===== config.mk =====
export PLATFORM = sky130hd
export DESIGN_NAME = cpu_tick_timers
export DESIGN_NICKNAME = d
export VERILOG_FILES = /design/src/rtl/tick_pkg.sv /design/src/rtl/tick_channel.sv /design/src/rtl/softint_reg.sv /design/src/rtl/cpu_tick_timers.sv
export SDC_FILE = /design/constraint.sdc
export NUM_CORES = 1
export LEC_CHECK = 0
export CAP_MARGIN = 10
export CORE_UTILIZATION = 60
export DETAILED_ROUTE_END_ITERATION = 6
export PLACE_DENSITY = 0.9
export SLEW_MARGIN = 10
export SYNTH_ARGS = -nofsm -noshare
export SYNTH_HDL_FRONTEND = slang
export SYNTH_SLANG_ARGS = --single-unit

===== constraint.sdc =====
create_clock -name clk -period 5.4 [get_ports clk]
set_clock_uncertainty 0.05 [all_clocks]
set_input_delay 0.81 -clock clk [delete_from_list [all_inputs] [get_ports clk]]
set_output_delay 0.81 -clock clk [all_outputs]
set_load 0.01 [all_outputs]

===== src/rtl/tick_pkg.sv =====
package tick_pkg;
  localparam int NUM_TMR = 3;
  localparam int SI_CORE_BIT = 0;
  localparam int SI_SYS_BIT  = 16;

  typedef enum logic [1:0] {
    TMR_CORE = 2'd0,
    TMR_SYS  = 2'd1,
    TMR_HYP  = 2'd2
  } tmr_id_e;

  // Pending bit that a given timer index drives
  function automatic int si_bit_of(input int id);
    return (id == int'(TMR_CORE)) ? SI_CORE_BIT : SI_SYS_BIT;
  endfunction
endpackage


===== src/rtl/tick_channel.sv =====
module tick_channel #(
  parameter int CNT_W = 64
) (
  input  logic             clk,
  input  logic             rst_n,
  input  logic             cnt_en,
  input  logic             wr_cnt,
  input  logic             wr_lim,
  input  logic [CNT_W-1:0] wr_data,
  output logic [CNT_W-1:0] rd_data,
  output logic             irq
);
  localparam int VAL_W = CNT_W - 1;

  logic [VAL_W-1:0] val_q, lim_q;
  logic             dis_q, arm_q;
  logic [VAL_W-1:0] val_inc;
  logic             match;
  logic             new_arm;

  // Count after this tick has reached the limit
  function automatic logic reaches(input logic [VAL_W-1:0] nxt,
                                   input logic [VAL_W-1:0] lim);
    return nxt >= lim;
  endfunction

  assign val_inc = val_q + 1'b1;
  assign match   = cnt_en && !wr_cnt && !wr_lim && arm_q && reaches(val_inc, lim_q);
  assign irq     = match && !dis_q;
  assign new_arm = (wr_data[VAL_W-1:0] != '0) && !wr_data[CNT_W-1];
  assign rd_data = {dis_q, val_q};

  always_ff @(posedge clk) begin
    if (!rst_n) begin
      val_q <= '0;
      lim_q <= '0;
      dis_q <= 1'b1;
      arm_q <= 1'b0;
    end else begin
      if (wr_cnt) begin
        val_q <= wr_data[VAL_W-1:0];
        dis_q <= wr_data[CNT_W-1];
      end else if (cnt_en) begin
        val_q <= val_inc;
      end
      if (wr_lim) begin
        lim_q <= wr_data[VAL_W-1:0];
        dis_q <= wr_data[CNT_W-1];
        arm_q <= new_arm;
      end else if (match) begin
        arm_q <= 1'b0;
      end
    end
  end

  a_r2_count_step: assert property (@(posedge clk) disable iff (!rst_n)
    (cnt_en && !wr_cnt) |=> (rd_data[VAL_W-1:0] == $past(rd_data[VAL_W-1:0]) + 1'b1));

  a_r2_count_hold: assert property (@(posedge clk) disable iff (!rst_n)
    (!cnt_en && !wr_cnt) |=> $stable(rd_data[VAL_W-1:0]));

  a_r3_read_fold: assert property (@(posedge clk) disable iff (!rst_n)
    wr_cnt |=> (rd_data == $past(wr_data)));

  a_r7_no_arm: assert property (@(posedge clk) disable iff (!rst_n)
    (wr_lim && !new_arm) |=> !arm_q);

  a_r8_one_shot: assert property (@(posedge clk) disable iff (!rst_n)
    match |=> !arm_q);
endmodule


===== src/rtl/softint_reg.sv =====
module softint_reg #(
  parameter int SI_W = 32
) (
  input  logic            clk,
  input  logic            rst_n,
  input  logic [SI_W-1:0] set,
  input  logic [SI_W-1:0] clr,
  output logic [SI_W-1:0] q
);
  always_ff @(posedge clk) begin
    if (!rst_n) q <= '0;
    else        q <= (q & ~clr) | set;
  end

  a_r12_set_wins: assert property (@(posedge clk) disable iff (!rst_n)
    ((set & clr) != '0) |=> ((q & $past(set & clr)) == $past(set & clr)));

  a_r12_clear: assert property (@(posedge clk) disable iff (!rst_n)
    ((clr & ~set) != '0) |=> ((q & $past(clr & ~set)) == '0));
endmodule


===== src/rtl/cpu_tick_timers.sv =====
module cpu_tick_timers #(
  parameter int CNT_W = 64,
  parameter int SI_W  = 32
) (
  input  logic             clk,
  input  logic             rst_n,
  input  logic             cnt_en,
  input  logic             wr_en,
  input  logic [1:0]       wr_sel,
  input  logic             wr_cmp,
  input  logic [CNT_W-1:0] wr_data,
  input  logic [1:0]       rd_sel,
  output logic [CNT_W-1:0] rd_data,
  input  logic [SI_W-1:0]  si_clr,
  output logic [SI_W-1:0]  si_pend,
  output logic             wake
);
  import tick_pkg::*;

  localparam int NT = NUM_TMR;

  logic [CNT_W-1:0] rd_vec [NT];
  logic [NT-1:0]    irq_vec;
  logic [SI_W-1:0]  si_set;
  logic             wake_q;

  for (genvar g = 0; g < NT; g++) begin : g_tmr
    logic sel_hit;
    assign sel_hit = wr_en && (wr_sel == 2'(g));
    tick_channel #(.CNT_W(CNT_W)) u_chan (
      .clk     (clk),
      .rst_n   (rst_n),
      .cnt_en  (cnt_en),
      .wr_cnt  (sel_hit && !wr_cmp),
      .wr_lim  (sel_hit && wr_cmp),
      .wr_data (wr_data),
      .rd_data (rd_vec[g]),
      .irq     (irq_vec[g])
    );
  end

  always_comb begin
    si_set = '0;
    for (int i = 0; i < NT; i++)
      if (irq_vec[i]) si_set[si_bit_of(i)] = 1'b1;
  end

  softint_reg #(.SI_W(SI_W)) u_si (
    .clk   (clk),
    .rst_n (rst_n),
    .set   (si_set),
    .clr   (si_clr),
    .q     (si_pend)
  );

  always_ff @(posedge clk) begin
    if (!rst_n) wake_q <= 1'b0;
    else        wake_q <= |irq_vec;
  end
  assign wake = wake_q;

  always_comb begin
    case (rd_sel)
      2'd0:    rd_data = rd_vec[0];
      2'd1:    rd_data = rd_vec[1];
      2'd2:    rd_data = rd_vec[2];
      default: rd_data = '0;
    endcase
  end

  a_r10_wake_pulse: assert property (@(posedge clk) disable iff (!rst_n)
    (|irq_vec) |=> wake);

  a_r10_wake_quiet: assert property (@(posedge clk) disable iff (!rst_n)
    !(|irq_vec) |=> !wake);

  a_r9_pending_set: assert property (@(posedge clk) disable iff (!rst_n)
    irq_vec[0] |=> si_pend[SI_CORE_BIT]);
endmodule


Word-level counts from Yosys, hierarchy flattened

Index checks and enable logic that the tools add are counted.
Widths: inputs -> output; s select.

Reduce and logical (&&, ||, !) cells: 49
$lt $le $gt $ge: 3
Mux-type cells: 22
Bitwise logic cells: 3
$add $sub $neg: 3
Equality and inequality tests: 4

Operators with widths:

| cell                  | number |
|---|---|
| $mux 63               | 6 |
| $pmux 64 s3           | 1 |
| $add 63x1->63 const B | 3 |
| $ge 63x63->1          | 3 |
| $reduce_bool 63->1    | 1 |
| $and 32x32->32        | 1 |
| $not 32->32           | 1 |
| $or 32x17->32         | 1 |
| $logic_and 1x1->1     | 25 |
| $reduce_bool 2->1     | 9 |
| $mux 1                | 15 |
| $logic_not 1->1       | 11 |
| $eq 2x1->1 const B    | 2 |
| $eq 2x2->1 const B    | 2 |
| $logic_not 2->1       | 2 |
| $reduce_or 3->1       | 1 |

Input port bits: 105
Register bits after elaboration: 417
Word-level logic and storage cells: 98

Depth between registers and ports, before layout

Depth in word-level cells: 12
Depth in mapped cells: 19

Modules after synthesis

From an unflattened synthesis, not the netlist that was laid out.

Cells, all modules: 3383
Area total of the unflattened synthesis: 28083.2 um^2

By module, submodules not included:

| module                              | times used | area each (um^2) | cells each |
|---|---|---|---|
| tick_channel at g_tmr[1].u_chan ... | 2          | 8376.8           | 1032 |
| tick_channel at g_tmr[0].u_chan     | 1          | 8718.4           | 1056 |
| cpu_tick_timers                     | 1          | 1496.4           | 164 |
| softint_reg                         | 1          | 1114.8           | 99 |

Least setup slack after synthesis

OpenSTA, ideal clock, no wires.

Path type: register to register
Start: register g_tmr[1].u_chan.val_q[0]
End: register u_si.q[16]
Cell stages (with the launch flop): 16
Slack: 1438 ps
Arrival: 3838 ps
Data required time: 5276 ps
Buffers on the path: 1
Clock period less this slack: 3962 ps
Path through: dfxtp_1 > ha_1 > nand3_1 > nor2_1 > nand4_2 > buf_6 > nor4_4 > nand4_2 > xnor2_1 > ha_1 > nand4_1 > or4_1 > or2_2 > o41ai_1 > nand4_1 > o21ai_0

Longest elaborated chain between the ends: 7

RTL lines:

| element                | line                  | text |
|---|---|---|
| from (decl)            | tick_channel.sv:15    | `logic [VAL_W-1:0] val_q, lim_q;` |
| from (signal assigned) | tick_channel.sv:41    | `val_q <= wr_data[VAL_W-1:0];` |
| from (signal assigned) | tick_channel.sv:44    | `val_q <= val_inc;` |
| $add 63x1->63          | tick_channel.sv:27    | `assign val_inc = val_q + 1'b1;` |
| $ge 63x63->1           | tick_channel.sv:24    | `return nxt >= lim;` |
| $logic_and 1x1->1      | tick_channel.sv:28    | `assign match = cnt_en && !wr_cnt && !wr_lim && arm_q && reaches(val_inc, lim_q);` |
| $logic_and 1x1->1      | tick_channel.sv:29    | `assign irq = match && !dis_q;` |
| $mux 1 (2 in a row)    | cpu_tick_timers.sv:45 | `if (irq_vec[i]) si_set[si_bit_of(i)] = 1'b1;` |
| $or 32x17->32          | softint_reg.sv:12     | `else q <= (q & ~clr) \| set;` |
| to (signal assigned)   | softint_reg.sv:12     |  |
| to (decl)              | softint_reg.sv:8      | `output logic [SI_W-1:0] q` |

No other way between the ends.
A chain may end at the register's enable or synchronous reset.

Worst setup path in the final report

Same ends and word-level chain as after synthesis.

==> results.yml <==
outcome:
  outcome: "finished, final reports clean"
floorplan:
  start_util_pct: 61.4
  die_area_um2: 45300
  core_um2: 43500
  io_pins: 202
  rows: 76
  die_w_um: 213
  die_h_um: 213
cts:
  cts_setup_buffers: 0
  cts_tree: "built"
  clock_latency_ps: 590
  cts_root_buf: "clkbuf_16"
  cts.sinks: 417
  cts-buffers-inserted: 46
  htree_levels: 2
  path_clk_slew_ps: 60
  clk_path_buf_depth: 3
yosys:
  synth_edf_count: 0
  postSynth.asyncResetShare_pct: 0
  synth_cell_types: 65
  yosysWarnings: 0
  synth_area_um2: 26700
  syn-instance-count: 3519
  seq_area_frac_synth_pct: 31.3
  syn-num-nets: 3816
  ys.flop_type: "dfxtp_1"
  syn_area_per_cell_um2: 7.58
  synth-seq-cells: 417
route:
  drtIter0Drc: 3046
  drc: 0
  wl_per_cell_um: 20.1
  postRouteWirelength_um: 83800
  dr.pass1.iters: 6
  via_per_inst: 6.20
  postRouteAntennaNets: 0
  vias: 25900
sta:
  tightest_slew_ps: 1220
  rsz0062_at_grt: "no"
  finalCriticalPeriod_ps: 5080
  fin_setup_tns_ps: 0
  min_period_over_period_pct: 94.2
  hold_viol: 0
  hold_slack_ps: 403
  setup_viol: 0
  drv_slew: 0
  slew_headroom_pct: 18.7
  max_freq_ghz: 0.197
critical_path:
  r2r_end: "u_si.q[16]$_SDFF_PN0_"
  crit_type: "flip-flop to flip-flop"
  endpoint_kind: "flip-flop"
  endpoint: "u_si.q[16]$_SDFF_PN0_"
  reg2reg_from: "g_tmr[1].u_chan.val_q[0]$_SDFFE_PN0P_"
  startpoint: "g_tmr[1].u_chan.val_q[0]$_SDFFE_PN0P_"
  arrival_ps: 5540
  reg2reg_slack_ps: 320
  cp_max_fo: 7
  rr_worst_depth: 16
  worst_setup_path_start_kind: "flip-flop"
  crit_required_ps: 5860
hold_path:
  worstHoldPathType: "flip-flop to flip-flop"
global_route:
  antenna_found_initial: 0
  grt_overflow_total: 0
  grt_pass1_vias: 24100
  grt.total_usage_pct: 36.6
  grt_pass1_wl_um: 130000
  grt_max_degree: 181
layout:
  nNetsFinal: 3854
  mostFrequentLayoutCells: "644 x nand2_1, 417 x dfxtp_1, 320 x a21oi_1"
  layout_commonest_cell: "nand2_1"
  finish.utilization_pct: 69.5
  postLayoutCellArea_um2: 30200
  syn2layout_area_growth_pct: 13.3
  drive_above_1_share_pct: 4.55
power:
  p_leak_nw: 11.3
  cellPowerDensity_nw_per_um2: 246
  ir_drop_uv: 255
  power.total_mw: 7.43
place:
  placed_cell_area_um2: 28800
  dpl.hpwl_um: 59200
  io_buffers: 201
  routabilityCongestion: 0.995
flow_run:
  max-cap-violations: 0
## cell families after synthesis
group                    count (synthesis)  synth area share [%]
AND/OR/NAND/NOR                       1347                  23.9
AO/OA/AOI/OAI                          686                  14.9
buffers and inverters                  456                  6.72
flip-flops                             417                  31.3
XOR/XNOR                               354                  11.6
adder cells (fa/ha/maj)                192                  9.01
multiplexers                            67                  2.52
## stage by stage
stage / instances / setup WS [ps]
6_report: 4172 / 315
5_1_grt: 4171 / 67.7
4_1_cts: 4171 / 203
3_5_place_dp: 4094 / 304
3_3_place_gp: 4094 / 426
2_1_floorplan: 3519 / 1440
## sequential cells by signal, summed over array words and instances (netlist names)
name	count
g_tmr.u_chan.val_q	189
wake	1
g_tmr.u_chan.lim_q	189
u_si.q	32
g_tmr.u_chan.arm_q	3
g_tmr.u_chan.dis_q	3
## per-layer routing
| metal | part of all wire [%] | track usage [%] | routed length [µm] |
|---|---|---|---|
| met5 | 0 | 0 | 0 |
| met4 | 5.0 | 18.6 | 4170 |
| met3 | 13 | 9.13 | 10500 |
| met2 | 44 | 55.9 | 36500 |
| met1 | 39 | 47.7 | 32600 |
## timing repair
| action | in CTS | in global routing |
|---|---|---|
| resized for setup | 0 | 1 |
| hold buffers | 0 | 0 |
| setup endpoints to repair | 0 | 3 |
## critical path, stage by stage, from the launching register on
cell	delay, ps
dfxtp_1	450
ha_1	280
nand3_1	170
nor2_1	370
nand4_2	360
buf_4	310
nor4_4	390
nand2_1	120
nor3_1	190
xor2_1	100
ha_1	310
nand4_1	150
or4_1	510
or2_2	310
o41ai_2	560
nand4_1	230
o21ai_0	130
## cell type report
type | instances | area [µm²]
Sequential cell | 417 | 8350
Clock buffer | 69 | 1360
Antenna cell | 1 | 2.50
Tap cell | 585 | 732
Inverter | 206 | 781
Fill cell | 3380 | 13200
Timing Repair Buffer | 240 | 2300
Multi-Input combinational cell | 2646 | 16600
Clock inverter | 8 | 93.8
## how the worst min path moves through the flow
| stage | from | endpoint | cells after the start |
|---|---|---|---|
| floorplan | g_tmr[0].u_chan.lim_q[10]$_SDFFE_PN0P_ | g_tmr[0].u_chan.lim_q[10]$_SDFFE_PN0P_ | 2 |
| global placement | g_tmr[2].u_chan.lim_q[25]$_SDFFE_PN0P_ | g_tmr[2].u_chan.lim_q[25]$_SDFFE_PN0P_ | 2 |
| detailed placement | g_tmr[2].u_chan.lim_q[25]$_SDFFE_PN0P_ | g_tmr[2].u_chan.lim_q[25]$_SDFFE_PN0P_ | 2 |
| CTS | g_tmr[2].u_chan.lim_q[25]$_SDFFE_PN0P_ | g_tmr[2].u_chan.lim_q[25]$_SDFFE_PN0P_ | 2 |
| global route | g_tmr[0].u_chan.lim_q[26]$_SDFFE_PN0P_ | g_tmr[0].u_chan.lim_q[26]$_SDFFE_PN0P_ | 2 |
| finish | g_tmr[1].u_chan.lim_q[40]$_SDFFE_PN0P_ | g_tmr[1].u_chan.lim_q[40]$_SDFFE_PN0P_ | 2 |
## synthesized netlist by cell type (3+ instances only)
master | number | area, µm²
buf_2 | 37 | 185
nor3_1 | 24 | 120
nor4_4 | 5 | 106
dfxtp_1 | 417 | 8350
nand3_1 | 103 | 515
a311oi_1 | 14 | 123
buf_1 | 23 | 86.3
o21ai_0 | 168 | 841
mux2i_1 | 67 | 671
nor4_2 | 6 | 75.1
nand3_2 | 5 | 50.1
buf_4 | 4 | 30.0
a221oi_1 | 7 | 61.3
inv_1 | 205 | 769
or3_1 | 16 | 100
or2_1 | 3 | 18.8
ha_1 | 192 | 2400
and3_1 | 35 | 219
nor2b_1 | 14 | 87.6
nor3_2 | 12 | 120
clkbuf_1 | 177 | 664
nor4_1 | 23 | 144
xor2_1 | 223 | 1950
and2b_1 | 3 | 22.5
a21o_1 | 30 | 225
a211oi_1 | 119 | 893
nor3b_1 | 31 | 233
or2_2 | 3 | 18.8
nand2_1 | 647 | 2430
nand4_1 | 117 | 732
clkbuf_2 | 8 | 40.0
and2_1 | 11 | 68.8
o211ai_1 | 5 | 37.5
xnor2_1 | 131 | 1150
nor2_1 | 253 | 950
a211o_1 | 4 | 35.0
nand4_2 | 3 | 37.5
a21oi_1 | 320 | 1600
and4_1 | 19 | 166
## where the power goes
| group | leakage, nW | switching, mW | internal, mW |
|---|---|---|---|
| Sequential | 3.38 | 0.120 | 3.16 |
| Combinational | 7.17 | 0.620 | 0.396 |
| Clock | 0.718 | 1.31 | 1.82 |
| Total | 11.3 | 2.05 | 5.38 |
Note: power is estimated with default switching activity, not from simulation.
